==> src/rtl/dseg_pkg.sv <==
package dseg_pkg;

    // Physical site reached by logical thermometer index k (affine scatter).
    function automatic int unsigned cell_place(
        input int unsigned k,
        input int unsigned mul,
        input int unsigned ofs,
        input int unsigned cells
    );
        return (k * mul + ofs) % cells;
    endfunction

endpackage

==> src/rtl/dseg_in_reg.sv <==
module dseg_in_reg #(
    parameter int W = 12
) (
    input  logic         clk,
    input  logic         rst,
    input  logic [W-1:0] d,
    output logic [W-1:0] q
);
    always_ff @(posedge clk) begin
        if (rst) q <= '0;
        else     q <= d;
    end
endmodule

==> src/rtl/dseg_thermo_dec.sv <==
module dseg_thermo_dec #(
    parameter int CODE_W = 3,
    localparam int N = 1 << CODE_W
) (
    input  logic [CODE_W-1:0] code,
    output logic [N-1:0]      lt
);
    // lt[i] is high for every line index below the code
    for (genvar i = 0; i < N; i++) begin : g_line
        assign lt[i] = (CODE_W'(i) < code);
    end
endmodule

==> src/rtl/dseg_cell_matrix.sv <==
module dseg_cell_matrix #(
    parameter int ROWS     = 8,
    parameter int COLS     = 32,
    parameter int PERM_MUL = 37,
    parameter int PERM_OFS = 11,
    localparam int CELLS   = ROWS * COLS
) (
    input  logic [ROWS-1:0]  row_lt,
    input  logic [COLS-1:0]  col_lt,
    output logic [CELLS-1:0] phys_on
);
    for (genvar c = 0; c < COLS; c++) begin : g_col
        logic col_at;
        // column equals code: not below it, but left neighbour is below or c is 0
        if (c == 0) begin : g_first
            assign col_at = ~col_lt[c];
        end else begin : g_rest
            assign col_at = ~col_lt[c] & col_lt[c-1];
        end
        for (genvar r = 0; r < ROWS; r++) begin : g_row
            localparam int unsigned K = c * ROWS + r;
            localparam int unsigned P = dseg_pkg::cell_place(K, PERM_MUL, PERM_OFS, CELLS);
            assign phys_on[P] = col_lt[c] | (col_at & row_lt[r]);
        end
    end
endmodule

==> src/rtl/dseg_out_reg.sv <==
module dseg_out_reg #(
    parameter int BW = 4,
    parameter int UW = 256
) (
    input  logic          clk,
    input  logic          rst,
    input  logic [BW-1:0] bin_d,
    input  logic [UW-1:0] una_d,
    output logic [BW-1:0] bin_on,
    output logic [BW-1:0] bin_off,
    output logic [UW-1:0] cell_on,
    output logic [UW-1:0] cell_off
);
    // true and complement sides held in separate flops, one shared edge
    always_ff @(posedge clk) begin
        if (rst) begin
            bin_on   <= '0;
            bin_off  <= '1;
            cell_on  <= '0;
            cell_off <= '1;
        end else begin
            bin_on   <= bin_d;
            bin_off  <= ~bin_d;
            cell_on  <= una_d;
            cell_off <= ~una_d;
        end
    end
endmodule

==> src/rtl/dseg_thermo_enc.sv <==
module dseg_thermo_enc #(
    parameter int BIN_W    = 4,
    parameter int ROW_W    = 3,
    parameter int COL_W    = 5,
    parameter int PERM_MUL = 37,
    parameter int PERM_OFS = 11,
    localparam int IN_W    = BIN_W + ROW_W + COL_W,
    localparam int ROWS    = 1 << ROW_W,
    localparam int COLS    = 1 << COL_W,
    localparam int CELLS   = ROWS * COLS
) (
    input  logic             clk,
    input  logic             rst,
    input  logic [IN_W-1:0]  code_in,
    output logic [BIN_W-1:0] bin_on,
    output logic [BIN_W-1:0] bin_off,
    output logic [CELLS-1:0] cell_on,
    output logic [CELLS-1:0] cell_off
);
    logic [IN_W-1:0]  in_q;
    logic [ROWS-1:0]  row_lt;
    logic [COLS-1:0]  col_lt;
    logic [CELLS-1:0] una_d;

    dseg_in_reg #(.W(IN_W)) u_in (
        .clk (clk),
        .rst (rst),
        .d   (code_in),
        .q   (in_q)
    );

    dseg_thermo_dec #(.CODE_W(ROW_W)) u_row (
        .code (in_q[BIN_W+ROW_W-1:BIN_W]),
        .lt   (row_lt)
    );

    dseg_thermo_dec #(.CODE_W(COL_W)) u_col (
        .code (in_q[IN_W-1:BIN_W+ROW_W]),
        .lt   (col_lt)
    );

    dseg_cell_matrix #(
        .ROWS     (ROWS),
        .COLS     (COLS),
        .PERM_MUL (PERM_MUL),
        .PERM_OFS (PERM_OFS)
    ) u_mat (
        .row_lt  (row_lt),
        .col_lt  (col_lt),
        .phys_on (una_d)
    );

    dseg_out_reg #(.BW(BIN_W), .UW(CELLS)) u_out (
        .clk      (clk),
        .rst      (rst),
        .bin_d    (in_q[BIN_W-1:0]),
        .una_d    (una_d),
        .bin_on   (bin_on),
        .bin_off  (bin_off),
        .cell_on  (cell_on),
        .cell_off (cell_off)
    );
endmodule

==> config.mk <==
export PLATFORM = sky130hd
export DESIGN_NAME = dseg_thermo_enc
export DESIGN_NICKNAME = d
export VERILOG_FILES = /design/src/rtl/dseg_pkg.sv /design/src/rtl/dseg_in_reg.sv /design/src/rtl/dseg_thermo_dec.sv /design/src/rtl/dseg_cell_matrix.sv /design/src/rtl/dseg_out_reg.sv /design/src/rtl/dseg_thermo_enc.sv
export SDC_FILE = /design/constraint.sdc
export NUM_CORES = 1
export LEC_CHECK = 0
export CORE_AREA = 2 2 209 211
export CTS_CLUSTER_DIAMETER = 60
export CTS_CLUSTER_SIZE = 30
export DETAILED_ROUTE_END_ITERATION = 6
export DIE_AREA = 0 0 211 213
export PLACE_DENSITY_LB_ADDON = 0.05
export SYNTH_ARGS = -nofsm -noshare
export SYNTH_HDL_FRONTEND = slang
export SYNTH_SLANG_ARGS = --single-unit
==> constraint.sdc <==
create_clock -name clk -period 2 [get_ports clk]
set_input_delay 0.4 -clock clk [delete_from_list [all_inputs] [get_ports clk]]
set_output_delay 0.4 -clock clk [all_outputs]
set_load 0.03 [all_outputs]
# Word-level counts from Yosys, hierarchy flattened
# Cells that the tools add are included.
[op_classes] n_addsub=0 mul=0 div_mod_pow=0 magnitude_cmp=40 eq_ne=0 shifts=0 n_mux=0 n_bitwise=577 reduce_logical=0
[op_table] cell="$and 1x1->1" count=287
[op_table] cell="$not 256->256" count=1
[op_table] cell="$or 1x1->1" count=256
[op_table] cell="$lt 5x5->1 const A" count=16
[op_table] cell="$lt 4x5->1 const A" count=8
[op_table] cell="$not 1->1" count=32
[op_table] cell="$lt 3x5->1 const A" count=4
[op_table] cell="$lt 3x3->1 const A" count=4
[op_table] cell="$lt 1x5->1 const A" count=2
[op_table] cell="$lt 2x5->1 const A" count=2
[op_table] cell="$lt 1x3->1 const A" count=2
[op_table] cell="$lt 2x3->1 const A" count=2
[op_table] cell="$not 4->4" count=1
[totals] register_bits=532 latchBits=0 mem_bits_rw=0 romBits=0 out_inout_bits=520 memories=0

# Longest topological paths before layout
# Gate-level depths: netlist of the first run.
[logic_depth] word_depth=6 mapped_depth=8 depth_no_buf=5

# Modules after synthesis
# From an unflattened synthesis of the first run, not the netlist that was laid out.
[hier_totals] cells_unflattened=1531 area_unflattened_um2=17634.4
[modules_own_cells] mod="dseg_out_reg" n_inst=1 cells_per_inst=1098 area_per_inst_um2=13918.3
[modules_own_cells] mod="dseg_cell_matrix" n_inst=1 cells_per_inst=342 area_per_inst_um2=2974.1
[modules_own_cells] mod="dseg_in_reg" n_inst=1 cells_per_inst=25 area_per_inst_um2=366.6
[modules_own_cells] mod="dseg_thermo_dec (u_col)" n_inst=1 cells_per_inst=57 area_per_inst_um2=312.8
[modules_own_cells] mod="dseg_thermo_dec (u_row)" n_inst=1 cells_per_inst=9 area_per_inst_um2=62.6

# Least setup slack after synthesis of the first run
# Ideal clock, no wire load.
[synth_path] path_type="input port to flip-flop" from="in rst" to="reg u_out.cell_off[115]" t_arrival_ps=1397 setup_slack_ps=468 stages=5 cell_sequence="buf_4 -> buf_2 -> nor2_1 -> buf_2 -> a21oi_1"
[synth_lines] item="start, declared" line="dseg_thermo_enc.sv:13" text="input logic rst,"
[synth_lines] item="end signal, assigned" line="dseg_out_reg.sv:25" text="cell_off <= ~una_d;"
[synth_lines] item="end, declared" line="dseg_out_reg.sv:12" text="output logic [UW-1:0] cell_off"

# Worst setup path in the final report of the first run
[layout_path] from="reg u_out.cell_off[243]" to="out cell_off[243]"
[layout_lines] item="end, declared" line="dseg_thermo_enc.sv:18" text="output logic [CELLS-1:0] cell_off"
# No word-level cell between the ends.

==> key figures, run 1 <==
Synthesis
  – Main synth FF type: dfxtp_1
  – Post-Synthesis Cells: 1299
  – Number of synthesized register bits: 530
  – Yosys cell types: 52
  – Seq/Total Area, Yosys: 72.1%
  – Post-synth top area share: 72.1%
  – Syn nets: 1313
  – Top post-synthesis cells by area: dfxtp_1, a21oi_1, o21ai_0
  – Yosys top cell by area: dfxtp_1
  – Post-synth EDFFs: 0
  – Synth warn: 0
  – Area of the mapped netlist: 14700 µm²
  – Average size of a mapped cell: 11.3 µm²
  – FFs w/ async S/R, synth: 0%

Power and ir drop
  – Leakage: 9.94 nW
  – P per Cell Area: 1020 nW/µm²
  – Worst vdd ir: 0.000608 V

Floorplanning
  – Die Width: 211 µm
  – Die height: 213 µm
  – IO Count: 534
  – Initial core utilization: 34.5%
  – Core area: 42700 µm²
  – Row count: 76
  – Die Footprint: 44900 µm²

Clock tree
  – Clk buf depth: 3
  – CTS tree: yes
  – Inserted Clock Buffers: 37
  – Clk Latency, worst-skew pair: 0.58 ns
  – CTS Root Buffer Type: clkbuf_16
  – Sink Count: 530
  – Clock slew at reported path FFs: 0.08 ns
  – # hold bufs at CTS: 0
  – # H-tree levels: 2

Drt
  – Post-route ant nets: 0
  – DR DRC count: 0
  – Routed vias/inst: 4.80
  – Vias: 11712
  – Routed WL: 58400 µm
  – 1st-iter DRT viols: 735
  – DR WL/cell: 24.0 µm
  – First drt pass iteration count: 4

Place
  – Post-DP HPWL: 43000 µm
  – Routability cong.: 0.843
  – Worst slack at placement: 0.153 ns
  – Placed cell area: 21000 µm²
  – Port Buf Inserts: 531

Worst setup path
  – CP delay by family, top: buffers and inverters
  – Worst Setup End Kind: primary output
  – Critical path, cell by cell: clkdlybuf4s50_1
  – Critical path buffers and inverters: 1
  – Worst path required time: 1.60 ns
  – CP Class: reg -> out
  – CP Launch Type: flop
  – Crit Path Max Fanout: 1
  – Worst stage delay on the critical path: 0.68 ns
  – FF-to-FF setup slack: 0.15 ns
  – Critical-path top delay cell: clkdlybuf4s50_1
  – Critical path arrival: 1.57 ns

Min path
  – Hold Crit Class: in -> reg

Timing
  – Final worst slack: 0.0314 ns
  – Setup Viol. Count Final: 0
  – Worst Max-Slew Pin Slew: 0.652 ns
  – Final-report max-slew violation count: 0
  – Skew final: 0.0231 ns
  – Maximum clock rate: 508 MHz
  – Count of final hold-check violations: 0
  – Min Clock Period, post-route: 1.97 ns
  – Max_slew headroom: 56.5%
  – Final Cycle Share: 98.4%

GRT
  – Grt total ovfl: 0
  – Largest net degree at the start of global routing: 30
  – Global Route Usage Sum: 25.4%
  – Vias in the first global route: 11618
  – First-pass GRT wire length: 82400 µm
  – Antenna violations before repair: 3

Finish
  – Filler instances: 3985
  – Share of cells above drive strength 1: 12.1%
  – Area grow syn2layout: 50.7%
  – Nets: 1876
  – Final Instance Area: 22200 µm²

Run
  – Max_cap viols: 0

Outcome
  – Status: completed
## cell usage after synthesis (all sizes together) (7+ instances only)
master    n
a21o     16
a21oi   199
a31oi    13
and2     11
buf      60
clkbuf   40
dfxtp   530
inv      46
nand2    47
nor2     59
nor2b    21
nor3     10
o21a      8
o21ai   170
o22ai    12
o31ai     9
or3       7
## cell type report
cell class	instances	area (µm²)	area share [%]
Timing Repair Buffer	624	5810	26.2
Tap cell	546	683	3.08
Clock buffer	39	976	4.40
Antenna cell	2	5.00	0.0226
Multi-Input combinational cell	621	3440	15.5
Clock inverter	29	465	2.10
Inverter	48	180	0.813
Sequential cell	530	10600	47.9
## power breakdown
part | internal [mW] | total, mW | switching (mW)
clock network | 4.30 | 8.67 | 4.37
logic | 0.805 | 2.74 | 1.93
registers | 11.0 | 11.2 | 0.160
total | 16.1 | 22.6 | 6.46
## path summary, 6_finish.rpt
| kind | startpoint | endpoint | depth (start not counted) |
|---|---|---|---|
| worst max-delay path | u_out.cell_off[243]$_SDFF_PP1_ | cell_off[243] | 1 |
| worst min-delay path | rst | u_in.q[8]$_SDFF_PP0_ | 2 |
| worst max register to register | u_in.q[7]$_SDFF_PP0_ | u_out.cell_on[25]$_SDFF_PP0_ | 6 |
| worst min register to register | u_in.q[1]$_SDFF_PP0_ | u_out.bin_off[1]$_SDFF_PP1_ | 1 |
## registers in the layout (all words and copies together), names as in the netlist
register,cells
u_out.cell_on,255
u_in.q,12
u_out.bin_on,4
u_out.bin_off,4
u_out.cell_off,255
## repair_timing
action / 4_1_cts / 5_1_grt
setup buffers: 0 / 0
gates cloned: 0 / 0
gates resized for setup: 374 / 82
endpoints found under the setup margin: 374 / 82
pin swaps: 0 / 0
## metal layers
layer | track usage (%) | vias up | share of wire, %
li1 | - | 5473 | -
met1 | 31.2 | 5710 | 41
met2 | 43.5 | 448 | 49
met3 | 6.71 | 81 | 7.3
met4 | 7.94 | 0 | 2.4
met5 | 0 | - | 0
## logic make-up (layout without fill, tap and decap cells)
kind of cell	Yosys count	after routing	share of synthesized area, %
AOI/OAI and AO/OA	433	433	16.2
DFF	530	530	72.1
other	2	4	0.0510
buffers and inverters	148	740	4.69
and+or+nand+nor	186	186	6.98
## per-stage QoR
stage	setup TNS (ns)	hold slack, ns	cells	utilization [%]	total power, mW
2_1_floorplan	0	0.363	1299	-	13.0
3_3_place_gp	0	0.373	2369	49.2	14.5
3_5_place_dp	0	0.374	2369	49.2	14.5
4_1_cts	0	0.181	2437	51.4	22.8
5_1_grt	-0.00730	0.222	2438	51.9	23.3
6_report	0	0.205	2439	51.9	22.6
## placed cells by master, fill, tap and decap left out, drive strengths merged, types with 2 or more instances in the layout
cell / n
or3: 7
nor2b: 21
a21o: 16
a31oi: 13
nand3: 6
clkbuf: 39
dlymetal6s2s: 82
and2: 11
nand4: 2
a21oi: 199
and3: 6
nand2: 47
o21ai: 170
o21a: 8
conb: 2
buf: 94
bufinv: 3
or2: 6
dfxtp: 530
nand2b: 4
o31ai: 9
dlygate4sd2: 374
nor3: 10
clkinv: 17
o311a: 2
and3b: 2
inv: 57
diode: 2
nor2: 59
o22ai: 12
clkdlybuf4s50: 74
No activity file was read; power rests on OpenSTA's default activity.
==> inputs of run 2 (changes only) <==
- CELL_PAD_IN_SITES_DETAIL_PLACEMENT: default -> 1
- CELL_PAD_IN_SITES_GLOBAL_PLACEMENT: default -> 1
- CORE_AREA: 2 2 209 211 -> default
- CORE_MARGIN: default -> 2
- CORE_UTILIZATION: default -> 33
- DIE_AREA: 0 0 211 213 -> default
- SETUP_SLACK_MARGIN: default -> 0.02
==> key figures, run 2 (synthesis gave the netlist of run 1 again) <==
Timing
  – Final-report max-slew violation count: 0 (unchanged)
  – Hold WS: 0.207 ns (was 0.205 ns)
  – Skew final: 0.0360 ns (was 0.0231 ns)
  – Final worst slack: 0.0317 ns (was 0.0314 ns)
  – Setup Viol. Count Final: 0 (unchanged)
  – Maximum clock rate: 508 MHz (about the same)
  – Worst Max-Slew Pin Slew: 1.07 ns (was 0.652 ns)
  – Setup TNS: 0 ns (unchanged)
  – Final Cycle Share: 98.4% (about the same)
  – Max_slew headroom: 28.5% (was 56.5%)
  – Count of final hold-check violations: 0 (unchanged)
  – Min Clock Period, post-route: 1.97 ns (about the same)

Worst setup path
  – CP delay by family, top: buffers and inverters (unchanged)
  – Critical path buffers and inverters: 1 (unchanged)
  – Worst stage delay on the critical path: 0.69 ns (was 0.68 ns)
  – CP Class: reg -> out (unchanged)
  – Worst reg2reg startpoint: u_in.q[9]$_SDFF_PP0_ (was u_in.q[7]$_SDFF_PP0_)
  – Worst Setup SP: u_out.cell_on[6]$_SDFF_PP0_ (was u_out.cell_off[243]$_SDFF_PP1_)
  – Worst Setup End Kind: primary output (unchanged)
  – Worst path required time: 1.60 ns (about the same)
  – R2r worst-path depth: 5 (was 6)
  – Critical path arrival: 1.57 ns (about the same)
  – Crit Path Max Fanout: 1 (unchanged)
  – Critical-path top delay cell: clkdlybuf4s50_1 (unchanged)
  – Stages on worst setup path: 1 (unchanged)
  – CP Launch Type: flop (unchanged)
  – Critical path, cell by cell: clkdlybuf4s50_1 (unchanged)

Finish
  – Non-Filler Instances: 2483 (was 2439)
  – Share of cells above drive strength 1: 12.0% (was 12.1%)
  – Nets: 1878 (was 1876)
  – Final design utilization: 49.9% (was 51.9%)
  – Area grow syn2layout: 49.5% (was 50.7%)
  – Most frequent cells in the layout: dfxtp_1, dlygate4sd2_1, a21oi_1 (unchanged)
  – Top Registers: u_out.cell_off x255, u_out.cell_on x255, u_in.q x12 (unchanged)
  – Commonest non-fill, non-tap cell in the layout: dfxtp_1 (unchanged)
  – Final Instance Area: 22000 µm² (was 22200 µm²)

Drt
  – Routed WL: 60200 µm (was 58400 µm)
  – Post-route ant nets: 0 (unchanged)
  – Vias: 11655 (was 11712)
  – First drt pass iteration count: 5 (was 4)
  – Routed vias/inst: 4.69 (was 4.80)
  – DR WL/cell: 24.2 µm (was 24.0 µm)
  – DR DRC count: 0 (unchanged)
  – 1st-iter DRT viols: 591 (was 735)

GRT
  – Grt total ovfl: 0 (unchanged)
  – Vias in the first global route: 12016 (was 11618)
  – Largest net degree at the start of global routing: 28 (was 30)
  – Antenna violations before repair: 1 (was 3)
  – Global Route Usage Sum: 25.2% (was 25.4%)
  – First-pass GRT wire length: 85700 µm (was 82400 µm)

Clock tree
  – # H-tree levels: 2 (unchanged)
  – Clk Latency, worst-skew pair: 0.58 ns (about the same)
  – Clk buf depth: 3 (unchanged)
  – CTS Root Buffer Type: clkbuf_16 (unchanged)
  – Clock slew at reported path FFs: 0.09 ns (was 0.08 ns)
  – # hold bufs at CTS: 0 (unchanged)
  – Sink Count: 530 (unchanged)
  – Inserted Clock Buffers: 35 (was 37)
  – CTS tree: yes (unchanged)

Power and ir drop
  – Sw power: 6.10 mW (was 6.46 mW)
  – Sw Share: 27.9% (was 28.6%)
  – Worst vdd ir: 0.000724 V (was 0.000608 V)
  – P per Cell Area: 992 nW/µm² (was 1020 nW/µm²)
  – Clock power frac: 36.1% (was 38.4%)
  – Final Power: 21.8 mW (was 22.6 mW)
  – Leakage: 9.74 nW (was 9.94 nW)
  – Comb pwr share: 12.7% (was 12.1%)
  – Sequential Power Share: 51.2% (was 49.5%)
  – Internal power: 15.7 mW (was 16.1 mW)

Place
  – Port Buf Inserts: 531 (unchanged)
  – Worst slack at placement: 0.0787 ns (was 0.153 ns)
  – Placed cells: 2419 (was 2369)
  – Post-DP HPWL: 44000 µm (was 43000 µm)
  – Placed cell area: 21200 µm² (was 21000 µm²)
  – Routability cong.: 0.802 (was 0.843)

Floorplanning
  – Die Footprint: 46300 µm² (was 44900 µm²)
  – Die Width: 215 µm (was 211 µm)
  – Die height: 215 µm (was 213 µm)
  – Row count: 77 (was 76)
  – Core area: 44100 µm² (was 42700 µm²)
  – IO Count: 534 (unchanged)
  – Initial core utilization: 33.3% (was 34.5%)

Outcome
  – Status: completed (unchanged)

Min path
  – Hold Crit Start: rst (unchanged)
  – Hold Crit Class: in -> reg (unchanged)
  – Hold Path Cell Cnt: 2 (unchanged)

Run
  – Max_cap viols: 0 (unchanged)
[run 2: cell types whose count changed in the layout (fill, tap and decap cells not counted), sizes merged]
cell	previous run	this run
buf	94	98
bufinv	3	2
clkbuf	39	40
clkdlybuf4s50	74	71
clkinv	17	9
clkinvlp	0	5
dlygate4sd2	374	413
dlymetal6s2s	82	46
inv	57	54
[run 2: repair_timing]
| action | CTS | global route |
|---|---|---|
| endpoints found under the setup margin | 413 | 52 |
| buffers inserted | 0 | 0 |
| resized for setup | 413 | 48 |
[run 2: cell type report]
class                      instances  area [µm²]
antenna                            2        5.00
clock buffer                      40         957
clock inverter                    22         265
fill                            4878       22100
inverter                          48         180
multi-input combinational        621        3440
sequential                       530       10600
tap                              592         741
timing repair buffer             628        5800
[run 2: final timing paths]
kind / slack (ns) / endpoint
max: 0.03 / cell_on[6]
min: 0.21 / u_in.q[8]$_SDFF_PP0_
max reg2reg: 0.21 / u_out.cell_on[41]$_SDFF_PP0_
min reg2reg: 0.40 / u_out.bin_off[1]$_SDFF_PP1_
[run 2: routing by layer]
layer / routed length [µm] / vias to the layer above / GRT usage, %
li1: - / 5464 / -
met1: 24700 / 5744 / 29.9
met2: 29800 / 358 / 44.0
met3: 3760 / 89 / 6.43
met4: 1920 / 0 / 9.24
met5: 0 / - / 0
[run 2: power groups by stage]
| stage | clock, mW | sequential, mW | combinational (mW) |
|---|---|---|---|
| floorplan | 0 | 12.4 | 0.611 |
| global placement | 0 | 11.5 | 3.04 |
| detailed placement | 0 | 11.5 | 3.06 |
| CTS | 8.04 | 11.2 | 2.80 |
| global route | 8.43 | 11.2 | 2.90 |
| finish | 7.88 | 11.2 | 2.77 |
==> inputs of run 3 (changes only) <==
- CORE_UTILIZATION: 33 -> 30
- clock period: 2 -> 1.8 ns (I/O delays scaled with it)
==> key figures, run 3 (synthesis gave the netlist of run 1 again) <==
Worst setup path
  – CP Class: reg -> out (unchanged)
  – Worst path required time: 1.44 ns (was 1.60 ns)
  – Worst Setup End Kind: primary output (unchanged)
  – Critical path arrival: 1.38 ns (was 1.57 ns)
  – Critical path buffers and inverters: 1 (unchanged)
  – CP delay by family, top: buffers and inverters (unchanged)
  – Critical path, cell by cell: dlygate4sd2_1 (was clkdlybuf4s50_1)
  – CP Launch Type: flop (unchanged)
  – Worst stage delay on the critical path: 0.49 ns (was 0.69 ns)
  – Crit Path Max Fanout: 1 (unchanged)
  – Critical-path top delay cell: dlygate4sd2_1 (was clkdlybuf4s50_1)

Finish
  – Filler instances: 5369 (was 4878)
  – Multi-input gate area: 3460 µm² (was 3440 µm²)
  – Final Instance Area: 22200 µm² (was 22000 µm²)
  – Commonest non-fill, non-tap cell in the layout: dfxtp_1 (unchanged)
  – Area grow syn2layout: 50.8% (was 49.5%)
  – Most frequent cells in the layout: dfxtp_1, dlygate4sd2_1, a21oi_1 (unchanged)
  – Nets: 1899 (was 1878)
  – Top Registers: u_out.cell_off x255, u_out.cell_on x255, u_in.q x12 (unchanged)
  – Share of cells above drive strength 1: 13.3% (was 12.0%)
  – Sequential Area: 10600 µm² (about the same)

Drt
  – Vias: 11786 (was 11655)
  – First drt pass iteration count: 4 (was 5)
  – Routed vias/inst: 4.64 (was 4.69)
  – Post-route ant nets: 0 (unchanged)
  – 1st-iter DRT viols: 487 (was 591)
  – DR DRC count: 0 (unchanged)
  – Routed WL: 63200 µm (was 60200 µm)
  – DR WL/cell: 24.9 µm (was 24.2 µm)

Clock tree
  – CTS Root Buffer Type: clkbuf_16 (unchanged)
  – CTS tree: yes (unchanged)
  – Clk Latency, worst-skew pair: 0.57 ns (was 0.58 ns)
  – Sink Count: 530 (unchanged)
  – Clk buf depth: 3 (unchanged)
  – # H-tree levels: 2 (unchanged)
  – Inserted Clock Buffers: 40 (was 35)
  – # hold bufs at CTS: 0 (unchanged)
  – Clock slew at reported path FFs: 0.08 ns (was 0.09 ns)

Timing
  – Setup Viol. Count Final: 0 (unchanged)
  – Final-report max-slew violation count: 0 (unchanged)
  – Final Cycle Share: 96.8%
  – Maximum clock rate: 574 MHz
  – Setup TNS: 0 ns (unchanged)
  – RSZ-0062 raised after global routing: no
  – Min Clock Period, post-route: 1.74 ns
  – Skew final: 0.0264 ns (was 0.0360 ns)
  – Worst Max-Slew Pin Slew: 0.556 ns (was 1.07 ns)
  – Max_slew headroom: 62.9% (was 28.5%)
  – Count of final hold-check violations: 0 (unchanged)

Power and ir drop
  – Leakage: 9.61 nW (was 9.74 nW)
  – Sw Share: 28.4% (was 27.9%)
  – P per Cell Area: 1120 nW/µm² (was 992 nW/µm²)
  – Sw power: 7.09 mW (was 6.10 mW)
  – Clock power frac: 37.8% (was 36.1%)
  – Comb pwr share: 12.5% (was 12.7%)
  – Internal power: 17.9 mW (was 15.7 mW)
  – Worst vdd ir: 0.000876 V (was 0.000724 V)
  – Sequential Power Share: 49.7% (was 51.2%)

Floorplanning
  – Die height: 225 µm (was 215 µm)
  – Initial core utilization: 30.2% (was 33.3%)
  – Row count: 81 (was 77)
  – Die Footprint: 50800 µm² (was 46300 µm²)
  – IO Count: 534 (unchanged)
  – Die Width: 225 µm (was 215 µm)
  – Core area: 48600 µm² (was 44100 µm²)

Outcome
  – Status: completed (unchanged)

Min path
  – Hold Crit Class: in -> reg (unchanged)

Place
  – Routability cong.: 0.783 (was 0.802)
  – Post-DP HPWL: 47000 µm (was 44000 µm)
  – Placed cell area: 21400 µm² (was 21200 µm²)
  – Port Buf Inserts: 531 (unchanged)

GRT
  – Global Route Usage Sum: 24.3% (was 25.2%)
  – Grt total ovfl: 0 (unchanged)
  – Vias in the first global route: 12155 (was 12016)
  – Largest net degree at the start of global routing: 36 (was 28)
  – First-pass GRT wire length: 88400 µm (was 85700 µm)
  – Antenna violations before repair: 4 (was 1)

Run
  – Max_cap viols: 0 (unchanged)
-- run 3: cell count changes in the layout (fill, tap and decap cells not counted), moves of 3 or more --
cell             delta
buf_12              +7
buf_4              +11
clkbuf_16           +4
clkdlybuf4s15_1     +3
clkdlybuf4s50_1    -59
clkinv_2            +4
clkinv_4            -4
clkinv_8            +4
clkinvlp_4          -4
dlygate4sd2_1     +101
dlymetal6s2s_1     -46
inv_12              +3
-- run 3: worst paths after layout --
check	from	endpoint	slack [ns]	cells past startpoint
max	u_out.cell_off[145]$_SDFF_PP1_	cell_off[145]	0.06	1
min	rst	u_in.q[11]$_SDFF_PP0_	0.14	2
max reg2reg	u_in.q[9]$_SDFF_PP0_	u_out.cell_on[232]$_SDFF_PP0_	0.11	4
min reg2reg	u_in.q[1]$_SDFF_PP0_	u_out.bin_off[1]$_SDFF_PP1_	0.40	1
-- run 3: through the flow --
stage | total power [mW] | setup WS [ns] | util, % | std cells | hold WS (ns)
2_1_floorplan | 14.4 | 0.308 | - | 1299 | 0.363
3_3_place_gp | 16.2 | 0.0662 | 44.0 | 2465 | 0.376
3_5_place_dp | 16.2 | 0.0417 | 44.0 | 2465 | 0.385
4_1_cts | 25.2 | 0.0213 | 45.5 | 2536 | 0.107
5_1_grt | 25.8 | 0.0229 | 45.6 | 2537 | 0.132
6_report | 25.0 | 0.0580 | 45.6 | 2540 | 0.141
-- run 3: power groups by stage --
stage	combinational (mW)	sequential (mW)	clock [mW]
CTS	3.15	12.4	9.68
detailed placement	3.49	12.7	0
floorplan	0.679	13.7	0
finish	3.12	12.4	9.43
global route	3.27	12.5	10.1
global placement	3.48	12.7	0
-- run 3: metal layers --
layer  part of all wire [%]  global-route usage, %  vias to the layer above  wire (µm)
met5                  0.021                      0                        -         13
met4                    3.6                   8.50                        2       2260
met3                    7.2                   7.38                      100       4570
met2                     49                   40.9                      366      30700
met1                     41                   29.3                     5796      25700
li1                       -                      -                     5522          -
-- run 3: cell type report --
| class | count | area share (%) |
|---|---|---|
| repair buffers | 644 | 26.0 |
| clock buffers | 48 | 4.92 |
| diodes | 4 | 0.0451 |
| multi-input cells | 621 | 15.6 |
| flip-flops and latches | 530 | 47.9 |
| inverters | 48 | 0.812 |
| clock inverters | 23 | 1.28 |
| well taps | 622 | 3.51 |
-- run 3: timing repair --
action	in CTS	in global routing
endpoints found under the setup margin	520	34
gates resized for setup	518	10
setup buffers	0	0
